===== src/rtl/txtvga_pkg.sv =====
package txtvga_pkg;

  localparam int DATA_W     = 8;
  localparam int CURSOR_BIT = 7;

  typedef logic [2:0] phase_t;

  // slots within one 8-clock cell, fetching for the following cell
  localparam phase_t PH_CODE_ADDR = 3'd0;
  localparam phase_t PH_CODE_CAP  = 3'd1;
  localparam phase_t PH_FONT_ADDR = 3'd2;
  localparam phase_t PH_FONT_CAP  = 3'd3;
  localparam phase_t PH_LOAD      = 3'd7;

endpackage


===== src/rtl/txtvga_timing.sv =====
module txtvga_timing
  import txtvga_pkg::*;
#(
  parameter int H_VIS      = 640,
  parameter int H_FP       = 16,
  parameter int H_SYNC     = 96,
  parameter int H_BP       = 48,
  parameter int V_VIS      = 480,
  parameter int V_FP       = 10,
  parameter int V_SYNC     = 2,
  parameter int V_BP       = 28,
  parameter int COLS       = 64,
  parameter int ROWS       = 48,
  parameter int CELL_LINES = 10,
  localparam int H_TOT = H_VIS + H_FP + H_SYNC + H_BP,
  localparam int V_TOT = V_VIS + V_FP + V_SYNC + V_BP,
  localparam int HCW   = $clog2(H_TOT),
  localparam int VCW   = $clog2(V_TOT),
  localparam int CW    = HCW - 3,
  localparam int RW    = $clog2(ROWS),
  localparam int LW    = $clog2(CELL_LINES)
) (
  input  logic          clk,
  input  logic          rst_n,
  output phase_t        phase,
  output logic [CW-1:0] fcol,
  output logic          cell_on,
  output logic [LW-1:0] fline,
  output logic [RW-1:0] frow,
  output logic          hs_act,
  output logic          vs_act
);

  logic [HCW-1:0] hc_q, hc_d;
  logic [VCW-1:0] vc_q, vc_d;
  logic [LW-1:0]  fline_q, fline_d;
  logic [RW-1:0]  frow_q, frow_d;
  logic           fvis_q, fvis_d;
  logic           h_end, v_end, line_adv;

  assign h_end    = (hc_q == HCW'(H_TOT - 1));
  assign v_end    = (vc_q == VCW'(V_TOT - 1));
  // one clock before the last cell of the line: the fetch for column 0
  // of the next line starts in that last cell
  assign line_adv = (hc_q == HCW'(H_TOT - 9));

  always_comb begin
    hc_d = h_end ? '0 : hc_q + 1'b1;
    vc_d = vc_q;
    if (h_end) vc_d = v_end ? '0 : vc_q + 1'b1;
  end

  always_comb begin
    fline_d = fline_q;
    frow_d  = frow_q;
    fvis_d  = fvis_q;
    if (line_adv) begin
      if (v_end) begin
        fline_d = '0;
        frow_d  = '0;
        fvis_d  = 1'b1;
      end else begin
        fvis_d = ((32'(vc_q) + 1) < V_VIS);
        if (fline_q == LW'(CELL_LINES - 1)) begin
          fline_d = '0;
          if (32'(frow_q) != ROWS - 1) frow_d = frow_q + 1'b1;
        end else begin
          fline_d = fline_q + 1'b1;
        end
      end
    end
  end

  always_ff @(posedge clk or negedge rst_n) begin
    if (!rst_n) begin
      hc_q    <= '0;
      vc_q    <= '0;
      fline_q <= '0;
      frow_q  <= '0;
      fvis_q  <= 1'b1;
    end else begin
      hc_q    <= hc_d;
      vc_q    <= vc_d;
      fline_q <= fline_d;
      frow_q  <= frow_d;
      fvis_q  <= fvis_d;
    end
  end

  always_comb begin
    if (hc_q >= HCW'(H_TOT - 8)) fcol = '0;
    else                         fcol = hc_q[HCW-1:3] + 1'b1;
  end

  assign phase   = hc_q[2:0];
  assign cell_on = fvis_q && (32'(fcol) < COLS);
  assign fline   = fline_q;
  assign frow    = frow_q;
  assign hs_act  = (hc_q >= HCW'(H_VIS + H_FP)) && (hc_q < HCW'(H_VIS + H_FP + H_SYNC));
  assign vs_act  = (vc_q >= VCW'(V_VIS + V_FP)) && (vc_q < VCW'(V_VIS + V_FP + V_SYNC));

endmodule


===== src/rtl/txtvga_scroll.sv =====
module txtvga_scroll #(
  parameter int ROWS = 48,
  localparam int RW  = $clog2(ROWS)
) (
  input  logic          clk,
  input  logic          rst_n,
  input  logic          wr_en,
  input  logic [RW-1:0] wr_data,
  input  logic [RW-1:0] frow,
  output logic [RW-1:0] scroll,
  output logic [RW-1:0] trow
);

  logic [RW-1:0] scroll_q, scroll_d;
  logic [RW:0]   sum;

  always_comb begin
    scroll_d = scroll_q;
    if (wr_en && (32'(wr_data) < ROWS)) scroll_d = wr_data;
  end

  always_ff @(posedge clk or negedge rst_n) begin
    if (!rst_n) scroll_q <= '0;
    else        scroll_q <= scroll_d;
  end

  always_comb begin
    sum = {1'b0, frow} + {1'b0, scroll_q};
    if (32'(sum) >= ROWS) sum = sum - (RW+1)'(ROWS);
  end

  assign trow   = sum[RW-1:0];
  assign scroll = scroll_q;

endmodule


===== src/rtl/txtvga_fetch.sv =====
module txtvga_fetch
  import txtvga_pkg::*;
#(
  parameter int ADDR_W      = 12,
  parameter int COLS        = 64,
  parameter int FONT_BASE   = 3072,
  parameter int GLYPH_LINES = 8,
  parameter int CW          = 7,
  parameter int RW          = 6,
  localparam int GL_W = $clog2(GLYPH_LINES)
) (
  input  logic              clk,
  input  logic              rst_n,
  input  phase_t            phase,
  input  logic [CW-1:0]     fcol,
  input  logic [RW-1:0]     trow,
  input  logic [GL_W-1:0]   fline_lo,
  input  logic [DATA_W-1:0] vram_rdata,
  output logic [ADDR_W-1:0] vram_addr,
  output logic [DATA_W-1:0] font_byte,
  output logic              cursor
);

  logic [DATA_W-1:0] code_q, code_d;
  logic [DATA_W-1:0] font_q, font_d;
  logic [ADDR_W-1:0] char_addr, font_addr;

  assign char_addr = ADDR_W'(trow) * ADDR_W'(COLS) + ADDR_W'(fcol);
  assign font_addr = ADDR_W'(FONT_BASE) + ADDR_W'({code_q[DATA_W-2:0], fline_lo});

  // code address in slots 0..1, glyph address from slot 2 on
  assign vram_addr = (phase >= PH_FONT_ADDR) ? font_addr : char_addr;

  always_comb begin
    code_d = (phase == PH_CODE_CAP) ? vram_rdata : code_q;
    font_d = (phase == PH_FONT_CAP) ? vram_rdata : font_q;
  end

  always_ff @(posedge clk or negedge rst_n) begin
    if (!rst_n) begin
      code_q <= '0;
      font_q <= '0;
    end else begin
      code_q <= code_d;
      font_q <= font_d;
    end
  end

  assign font_byte = font_q;
  assign cursor    = code_q[CURSOR_BIT];

endmodule


===== src/rtl/txtvga_shifter.sv =====
module txtvga_shifter
  import txtvga_pkg::*;
#(
  parameter int GLYPH_LINES = 8,
  parameter int LW          = 4
) (
  input  logic              clk,
  input  logic              rst_n,
  input  phase_t            phase,
  input  logic              cell_on,
  input  logic [LW-1:0]     fline,
  input  logic [DATA_W-1:0] font_byte,
  input  logic              cursor,
  input  logic              hs_act,
  input  logic              vs_act,
  output logic              pixel,
  output logic              hsync_n,
  output logic              vsync_n
);

  logic [DATA_W-1:0] sh_q, sh_d, load_byte;
  logic              pix_q, hs_n_q, vs_n_q;

  always_comb begin
    if (!cell_on)                                load_byte = '0;
    else if (32'(fline) >= GLYPH_LINES)          load_byte = {DATA_W{cursor}};
    else                                         load_byte = font_byte;
    sh_d = (phase == PH_LOAD) ? load_byte : {sh_q[DATA_W-2:0], 1'b0};
  end

  always_ff @(posedge clk or negedge rst_n) begin
    if (!rst_n) begin
      sh_q   <= '0;
      pix_q  <= 1'b0;
      hs_n_q <= 1'b1;
      vs_n_q <= 1'b1;
    end else begin
      sh_q   <= sh_d;
      pix_q  <= sh_q[DATA_W-1];
      hs_n_q <= ~hs_act;
      vs_n_q <= ~vs_act;
    end
  end

  assign pixel   = pix_q;
  assign hsync_n = hs_n_q;
  assign vsync_n = vs_n_q;

endmodule


===== src/rtl/txtvga_ctrl.sv =====
module txtvga_ctrl
  import txtvga_pkg::*;
#(
  parameter int H_VIS       = 640,
  parameter int H_FP        = 16,
  parameter int H_SYNC      = 96,
  parameter int H_BP        = 48,
  parameter int V_VIS       = 480,
  parameter int V_FP        = 10,
  parameter int V_SYNC      = 2,
  parameter int V_BP        = 28,
  parameter int COLS        = 64,
  parameter int ROWS        = 48,
  parameter int CELL_LINES  = 10,
  parameter int GLYPH_LINES = 8,
  parameter int ADDR_W      = 12,
  parameter int FONT_BASE   = 3072,
  localparam int H_TOT = H_VIS + H_FP + H_SYNC + H_BP,
  localparam int HCW   = $clog2(H_TOT),
  localparam int CW    = HCW - 3,
  localparam int RW    = $clog2(ROWS),
  localparam int LW    = $clog2(CELL_LINES),
  localparam int GL_W  = $clog2(GLYPH_LINES)
) (
  input  logic              clk,
  input  logic              rst_n,
  input  logic              scroll_wr_en,
  input  logic [RW-1:0]     scroll_wr_data,
  output logic [ADDR_W-1:0] vram_addr,
  input  logic [DATA_W-1:0] vram_rdata,
  output logic              hsync_n,
  output logic              vsync_n,
  output logic              pixel
);

  phase_t            phase;
  logic [CW-1:0]     fcol;
  logic              cell_on;
  logic [LW-1:0]     fline;
  logic [RW-1:0]     frow, trow, scroll_q;
  logic              hs_act, vs_act;
  logic [DATA_W-1:0] font_byte;
  logic              cursor;

  txtvga_timing #(
    .H_VIS(H_VIS), .H_FP(H_FP), .H_SYNC(H_SYNC), .H_BP(H_BP),
    .V_VIS(V_VIS), .V_FP(V_FP), .V_SYNC(V_SYNC), .V_BP(V_BP),
    .COLS(COLS), .ROWS(ROWS), .CELL_LINES(CELL_LINES)
  ) u_timing (
    .clk(clk), .rst_n(rst_n), .phase(phase), .fcol(fcol), .cell_on(cell_on),
    .fline(fline), .frow(frow), .hs_act(hs_act), .vs_act(vs_act)
  );

  txtvga_scroll #(.ROWS(ROWS)) u_scroll (
    .clk(clk), .rst_n(rst_n), .wr_en(scroll_wr_en), .wr_data(scroll_wr_data),
    .frow(frow), .scroll(scroll_q), .trow(trow)
  );

  txtvga_fetch #(
    .ADDR_W(ADDR_W), .COLS(COLS), .FONT_BASE(FONT_BASE),
    .GLYPH_LINES(GLYPH_LINES), .CW(CW), .RW(RW)
  ) u_fetch (
    .clk(clk), .rst_n(rst_n), .phase(phase), .fcol(fcol), .trow(trow),
    .fline_lo(fline[GL_W-1:0]), .vram_rdata(vram_rdata),
    .vram_addr(vram_addr), .font_byte(font_byte), .cursor(cursor)
  );

  txtvga_shifter #(.GLYPH_LINES(GLYPH_LINES), .LW(LW)) u_shift (
    .clk(clk), .rst_n(rst_n), .phase(phase), .cell_on(cell_on), .fline(fline),
    .font_byte(font_byte), .cursor(cursor), .hs_act(hs_act), .vs_act(vs_act),
    .pixel(pixel), .hsync_n(hsync_n), .vsync_n(vsync_n)
  );

endmodule


===== config.mk =====
export PLATFORM = sky130hd
export DESIGN_NAME = txtvga_ctrl
export DESIGN_NICKNAME = d
export VERILOG_FILES = /design/src/rtl/txtvga_pkg.sv /design/src/rtl/txtvga_timing.sv /design/src/rtl/txtvga_scroll.sv /design/src/rtl/txtvga_fetch.sv /design/src/rtl/txtvga_shifter.sv /design/src/rtl/txtvga_ctrl.sv
export SDC_FILE = /design/constraint.sdc
export NUM_CORES = 1
export LEC_CHECK = 0
export ABC_AREA = 1
export BUFFER_PORTS_ARGS = -buffer_cell sky130_fd_sc_hd__buf_4
export CORE_MARGIN = 2
export CORE_UTILIZATION = 55
export CTS_CLUSTER_SIZE = 16
export DETAILED_ROUTE_END_ITERATION = 12
export PLACE_DENSITY = 0.71
export SLEW_MARGIN = 25
export SYNTH_ARGS = -nofsm -noshare
export SYNTH_HDL_FRONTEND = slang
export SYNTH_HIERARCHICAL = 1
export SYNTH_SLANG_ARGS = --single-unit

===== constraint.sdc =====
create_clock -name clk -period 3.45 [get_ports clk]
set_clock_uncertainty 0.15 [all_clocks]
set_input_delay 0.1725 -clock clk [delete_from_list [all_inputs] [get_ports clk]]
set_output_delay 0.1725 -clock clk [all_outputs]
set_load 0.01 [all_outputs]

==> key figures, run 1 <==
Status
  • Outcome: finished, final reports clean

STA
  • Period minus WS final: 3300 ps
  • Worst Tran Pin Value: 809.3 ps
  • Final worst path period share: 95.67%
  • Slew margin rel.: 46.05%
  • Endpoints failing hold: 0
  • Max-slew violation count: 0
  • WHS: 24.10 ps
  • Final-report setup violation count: 0
  • Max Freq: 303.0 MHz
  • Final worst setup slack: 149.5 ps

Floorplanning
  • Core Region: 0.007176 mm^2
  • Die H: 89.85 um
  • Std-Cell Rows: 31
  • Initial core utilization: 56.50%
  • I/O pins: 32
  • Die W: 89.85 um
  • Die ar.: 0.008073 mm^2

Logic synthesis
  • Synth Area per Inst: 7.933 um^2
  • Top cells by area, synth: dfrtp_1 (38%), nand2_1 (14%), inv_1 (5.7%), ha_1 (5.6%), o21ai_2 (4.5%)
  • Area leader, netlist: dfrtp_1
  • Synthesized flop and latch total: 64
  • Mapped Nets: 547
  • Number of distinct library cells after synthesis: 47
  • Top FF cell, synth: dfrtp_1
  • Synth cell count leaders: nand2_1 (150), inv_1 (62), dfrtp_1 (61)
  • Sequential area share after synthesis: 39.60%
  • Adder-cell area share of the yosys netlist: 6.049%
  • Synthesized area: 0.004054 mm^2
  • Xor and xnor area share after synthesis: 2.377%
  • Synth Area in Compound Gates: 11.42%
  • Count leader, synth: nand2_1
  • Fraction of registers with async set/reset: 100.0%
  • Simple-gate area share of the yosys netlist: 31.60%
  • Synth warn: 6
  • Synth Instances: 511
  • Post-synthesis mux area share: 0.8333%
  • Largest family of logic cells by synthesized area: simple AND/OR/NAND/NOR gates
  • Yosys top cell area share: 37.65%
  • EDFF count, synth: 0

Clock tree
  • Clk slew on worst S/H paths: 70 ps
  • TritonCTS Buffers: 9
  • Clock latency on the worst-skew pair: 350 ps
  • Clock Tree Root: clkbuf_8
  • Longest Clk Path Bufs: 2
  • Clock Sinks: 64
  • CTS tree: built
  • H-tree depth: 3

Route
  • Drt pass-1 iters: 5
  • DRT Wirelength: 8358 um
  • Via count: 3,394
  • Starting DRT DRC Count: 163
  • Post-route ant nets: 0
  • DRC: 0
  • Via density: 5.104
  • Routed WL per cell: 12.57 um

Power
  • Worst vdd rail ir drop: 0.0002443 V
  • Leakage: 2.360 nW
  • Power Dens Cells: 334.8 mW/mm^2

Placed design
  • I/O Buffers: 31
  • Post-DP HPWL: 5820 um
  • Dpl cell area: 0.004342 mm^2
  • Gpl congestion: 0.9054
  • Pre-CTS setup slack: 373.6 ps

Global routing
  • GRT overflow: 0
  • Largest net degree at the start of global routing: 65
  • Total GRT Usage: 21.60%
  • Global-route wire length before repair: 14,340 um
  • Vias in the first global route: 3,230
  • Antenna violations before repair: 0

Setup path
  • RR Startpoint: u_timing/hc_q[1]
  • Worst setup EP type: output port
  • Crit-path max FO: 3
  • CP Launch Point: u_scroll/scroll[0]
  • WP data arrival: 2980 ps
  • Kind of critical path: register to output port
  • CP required: 3130 ps
  • CP Launch Type: register

Run
  • Max cap viols: 0

Finish
  • Layout area overhead: 17.62%
  • Fillers: 616
  • Final Instance Area: 0.004768 mm^2
  • Share of post-route cells with drive strength above 1: 22.26%
  • Nets: 597
  • Diodes inserted: 0

Worst hold path
  • HP Class: primary input to register
  • Worst Min Path Start: scroll_wr_en
metrics by stage:
stage	setup TNS, ps	instances	power (mW)	utilization, %
after global placement	0	631	0.9436	60.51
after global routing	-53.62	665	1.676	66.45
after floorplan	0	511	0.8820	-
after CTS	0	664	1.606	65.58
after detailed placement	0	631	0.9463	60.51
final	0	665	1.597	66.45
layout make-up:
cell class / count / area, um^2 / area share (%)
repair buffers: 49 / 407.9 / 8.554
well taps: 99 / 123.9 / 2.598
inverters: 68 / 260.3 / 5.458
flip-flops and latches: 64 / 1608 / 33.72
multi-input cells: 369 / 2172 / 45.55
clock buffers: 9 / 123.9 / 2.598
clock inverters: 7 / 72.57 / 1.522
routing by layer:
layer	track usage, %	share of wire (%)	up-vias
met5	0	0	-
met3	5.113	3.4	11
met4	6.667	1.3	0
met2	35.48	48	61
li1	-	-	1731
met1	28.55	47	1591
sequential cells by signal (all words and copies together) (netlist names), 4 cells and up:
name,cells
u_timing/hc_q,10
u_timing/vc_q,10
u_fetch/code_q,8
u_fetch/font_byte,8
u_shift/sh_q,8
u_scroll/scroll,6
u_timing/frow,6
u_timing/fline,4
cell families after synthesis:
group           count (synthesis)
compound gates                 67
xor+xnor                       11
fa+ha+maj                      19
buf+inv                        78
flops                          64
mux                             3
simple gates                  269
cells in the final DEF (no fill, tap or decap), types with 2 or more instances in the layout:
cell / count
clkbuf_8: 9
nand3_1: 23
nand2_1: 148
a21oi_1: 7
nor2_4: 3
clkinvlp_4: 2
nand3b_1: 3
buf_4: 33
o21ai_0: 23
a21oi_2: 2
clkinv_4: 3
nor3_1: 4
o31ai_1: 3
dfrtp_1: 59
clkinv_2: 2
nand3_2: 3
a31oi_1: 2
nor2_1: 43
dlygate4sd3_1: 16
mux2_2: 3
xor2_1: 11
o21ai_1: 4
nor3b_1: 2
or2_2: 3
inv_1: 62
inv_2: 5
nand2_2: 12
nand4_1: 12
ha_4: 3
nand3_4: 2
nor2_2: 3
ha_1: 14
dfrtp_2: 2
o21ai_2: 21
dfstp_2: 3
critical path: stages (launching register included):
cell and delay, ps:
dfrtp_1 370, ha_2 180, inv_1 50, fa_2 330
inv_1 90, nand3_2 90, nand3b_1 130, nand2_2 80
inv_2 80, ha_1 150, nand3b_1 90, nor2_2 130
nand3_2 100, nand2_2 90, nor2_4 40, nand2_1 70
nand2_1 60, nand2_2 90, nand2_2 60, o21bai_1 140
nand3_1 80, buf_4 150
where the power goes:
part	switching, mW	leakage, nW	internal [mW]
clock network	0.307	0.0952	0.333
registers	0.0133	0.815	0.768
logic	0.0912	1.45	0.0835
what timing repair did:
item | in CTS | in global routing
resized for setup | 0 | 11
buffers inserted | 1 | 1
pin swaps | 0 | 5
hold buffers | 16 | 0
endpoints found under the hold margin | 83 | 0
gates cloned | 0 | 0
setup endpoints to repair | 1 | 2
worst paths after layout:
| path | cells past startpoint | endpoint | slack [ps] |
|---|---|---|---|
| min in group asynchronous | 2 | u_scroll/scroll[4] | 310 |
| max | 21 | vram_addr[11] | 150 |
| min reg2reg | 0 | u_shift/pixel | 210 |
| min | 4 | u_scroll/scroll[4] | 20 |
| max reg2reg | 6 | u_timing/vc_q[4] | 1160 |
| max in group asynchronous | 2 | u_timing/frow[2] | 2250 |
(Power assumes the default switching activity.)
==> run 2, diff against run 1 <==
Settings changed: CORE_UTILIZATION 55 to 35, PLACE_DENSITY 0.71 to 0.48.
==> key figures, run 2 (synthesis gave the netlist of run 1 again) <==
Clock tree
  • Clock latency on the worst-skew pair: 340 ps (was 350 ps)
  • Clk slew on worst S/H paths: 50 ps (was 70 ps)
  • Longest Clk Path Bufs: 2 (unchanged)
  • Clock Tree Root: clkbuf_16 (was clkbuf_8)
  • TritonCTS Buffers: 9 (unchanged)
  • H-tree depth: 3 (unchanged)
  • CTS tree: built (unchanged)
  • Clock Sinks: 64 (unchanged)

Placed design
  • Post-DP HPWL: 6420 um (was 5820 um)
  • Dpl cells: 675 (was 631)
  • I/O Buffers: 31 (unchanged)
  • Gpl congestion: 0.8705 (was 0.9054)

Worst hold path
  • HP Class: primary input to register (unchanged)
  • Worst Min Path Start: scroll_wr_en (unchanged)
  • Hold worst-path end: u_scroll/scroll[4] (unchanged)
  • Worst Hold Depth: 4 (unchanged)

Setup path
  • Crit-path max FO: 3 (unchanged)
  • Worst R2R End: u_timing/vc_q[4] (unchanged)
  • RR Startpoint: u_timing/hc_q[1] (unchanged)
  • CP Launch Type: register (unchanged)
  • Kind of critical path: register to output port (unchanged)
  • CP required: 3130 ps (about the same)
  • Worst setup EP type: output port (unchanged)
  • Worst-case reg-to-reg path depth: 6 (unchanged)
  • R2r setup slk: 1180 ps (was 1160 ps)
  • WP data arrival: 2910 ps (was 2980 ps)

STA
  • Final-report setup violation count: 0 (unchanged)
  • Max Freq: 309.1 MHz (was 303.0 MHz)
  • Period minus WS final: 3235 ps (was 3300 ps)
  • Slew margin rel.: 44.97% (was 46.05%)
  • WHS: 40.60 ps (was 24.10 ps)
  • Final worst path period share: 93.77% (was 95.67%)
  • Max-slew violation count: 0 (unchanged)
  • Worst Tran Pin Value: 825.5 ps (was 809.3 ps)
  • Endpoints failing hold: 0 (unchanged)

Floorplanning
  • Std-Cell Rows: 39 (was 31)
  • I/O pins: 32 (unchanged)
  • Core Region: 0.01137 mm^2 (was 0.007176 mm^2)
  • Die ar.: 0.01246 mm^2 (was 0.008073 mm^2)
  • Die W: 111.6 um (was 89.85 um)
  • Die H: 111.6 um (was 89.85 um)
  • Initial core utilization: 35.66% (was 56.50%)

Route
  • Routed WL per cell: 12.80 um (was 12.57 um)
  • DRC: 0 (unchanged)
  • Post-route ant nets: 0 (unchanged)
  • Via count: 3,359 (was 3,394)
  • Starting DRT DRC Count: 171 (was 163)
  • Drt pass-1 iters: 4 (was 5)
  • DRT Wirelength: 9091 um (was 8358 um)
  • Via density: 4.731 (was 5.104)

Power
  • Sw power: 452.0 uW (was 411.8 uW)
  • Leakage: 2.439 nW (was 2.360 nW)
  • Int Power: 1.563 mW (was 1.185 mW)
  • Clock Power Share: 51.8% (was 40.1%)
  • Switch share: 22.44% (was 25.79%)
  • Worst vdd rail ir drop: 0.0002714 V (was 0.0002443 V)
  • Seq pwr share: 38.9% (was 49.0%)
  • Combinational fraction of design power: 9.3% (was 10.9%)
  • Power Dens Cells: 402.1 mW/mm^2 (was 334.8 mW/mm^2)

Finish
  • Most frequent cells in the layout: nand2_1 (145), inv_1 (60), dfrtp_1 (57) (was nand2_1 (148), inv_1 (62), dfrtp_1 (59))
  • Share of post-route cells with drive strength above 1: 23.81% (was 22.26%)
  • Layout area overhead: 23.61% (was 17.62%)
  • Largest regs: u_timing/hc_q x10, u_timing/vc_q x10 (unchanged)
  • Most common cell after layout, fill and taps aside: nand2_1 (unchanged)
  • Post-layout util: 44.07% (was 66.45%)
  • Diodes inserted: 0 (unchanged)
  • Final Non-Filler Cells: 710 (was 665)
  • Nets: 598 (was 597)

Global routing
  • Global-route wire length before repair: 15,440 um (was 14,340 um)
  • Vias in the first global route: 3,282 (was 3,230)
  • GRT overflow: 0 (unchanged)
  • Antenna violations before repair: 0 (unchanged)
  • Total GRT Usage: 15.49% (was 21.60%)
  • Largest net degree at the start of global routing: 65 (unchanged)

Status
  • Outcome: finished, final reports clean (unchanged)

Run
  • Max cap viols: 0 (unchanged)
[run 2: changes by cell type in the layout (fill, tap and decap cells not counted), sizes merged]
cell	delta
clkinv	-2
clkbuf	+1
bufinv	+2
clkinvlp	-1
buf	+1
[run 2: worst max-delay path by stage]
stage | depth (start not counted) | to | start
floorplan | 22 | vram_addr[11] | u_timing/frow[0]
detailed placement | 21 | vram_addr[11] | u_timing/frow[0]
CTS | 20 | vram_addr[11] | u_timing/frow[1]
global route | 21 | vram_addr[11] | u_scroll/scroll[0]
global placement | 23 | vram_addr[11] | u_timing/frow[0]
finish | 21 | vram_addr[11] | u_scroll/scroll[0]
[run 2: per-stage QoR]
stage | setup TNS, ps | total power, mW | worst slack, ps | instance area, um^2
2_1_floorplan | 0 | 0.8820 | 713.5 | 4054
3_3_place_gp | 0 | 0.9487 | 494.6 | 4397
3_5_place_dp | 0 | 0.9504 | 359.3 | 4397
4_1_cts | 0 | 2.028 | 88.35 | 4901
5_1_grt | -10.52 | 2.118 | -10.52 | 5011
6_report | 0 | 2.015 | 214.8 | 5011
[run 2: layout make-up]
cell class                 count  area (um^2)
clock buffer                  10        229.0
clock inverter                 6        107.6
fill                        1151         6359
inverter                      68        262.8
multi-input combinational    369         2207
sequential                    64         1610
tap                          143        178.9
timing repair buffer          50        415.4
[run 2: worst max-delay path: stages, from the launching register on]
cell and delay [ps]:
dfrtp_1 380, ha_4 160, inv_2 40, fa_2 390, inv_2 70, nand3_2 70, nand3b_1 130, nand2_4 80
inv_4 60, ha_2 160, nand3b_1 90, nor2_2 100, nand3_2 80, nand2_2 90, nor2_4 50, nand2_2 70
nand2_2 50, nand2_2 80, nand2_2 60, o21bai_1 130, nand3_1 80, buf_4 150
[run 2: what timing repair did]
item | 4_1_cts | 5_1_grt
resized for setup | 0 | 24
endpoints found under the hold margin | 83 | 0
setup endpoints to repair | 1 | 2
pin swaps | 0 | 11
setup buffers | 1 | 2
hold buffers | 16 | 0
[run 2: per-layer routing]
| metal | global-route usage, % | vias to the layer above | part of all wire, % |
|---|---|---|---|
| met3 | 5.770 | 8 | 4.7 |
| met4 | 4.527 | 0 | 1.3 |
| met1 | 19.32 | 1572 | 47 |
| met2 | 25.17 | 43 | 47 |
| li1 | - | 1736 | - |
| met5 | 0 | - | 0 |
[run 2: power by group through the flow]
stage	logic (mW)	clock network (mW)	registers [mW]
after floorplan	0.0919	0	0.790
after global placement	0.155	0	0.794
after detailed placement	0.156	0	0.794
after CTS	0.173	1.07	0.781
after global routing	0.212	1.12	0.786
final	0.188	1.04	0.784
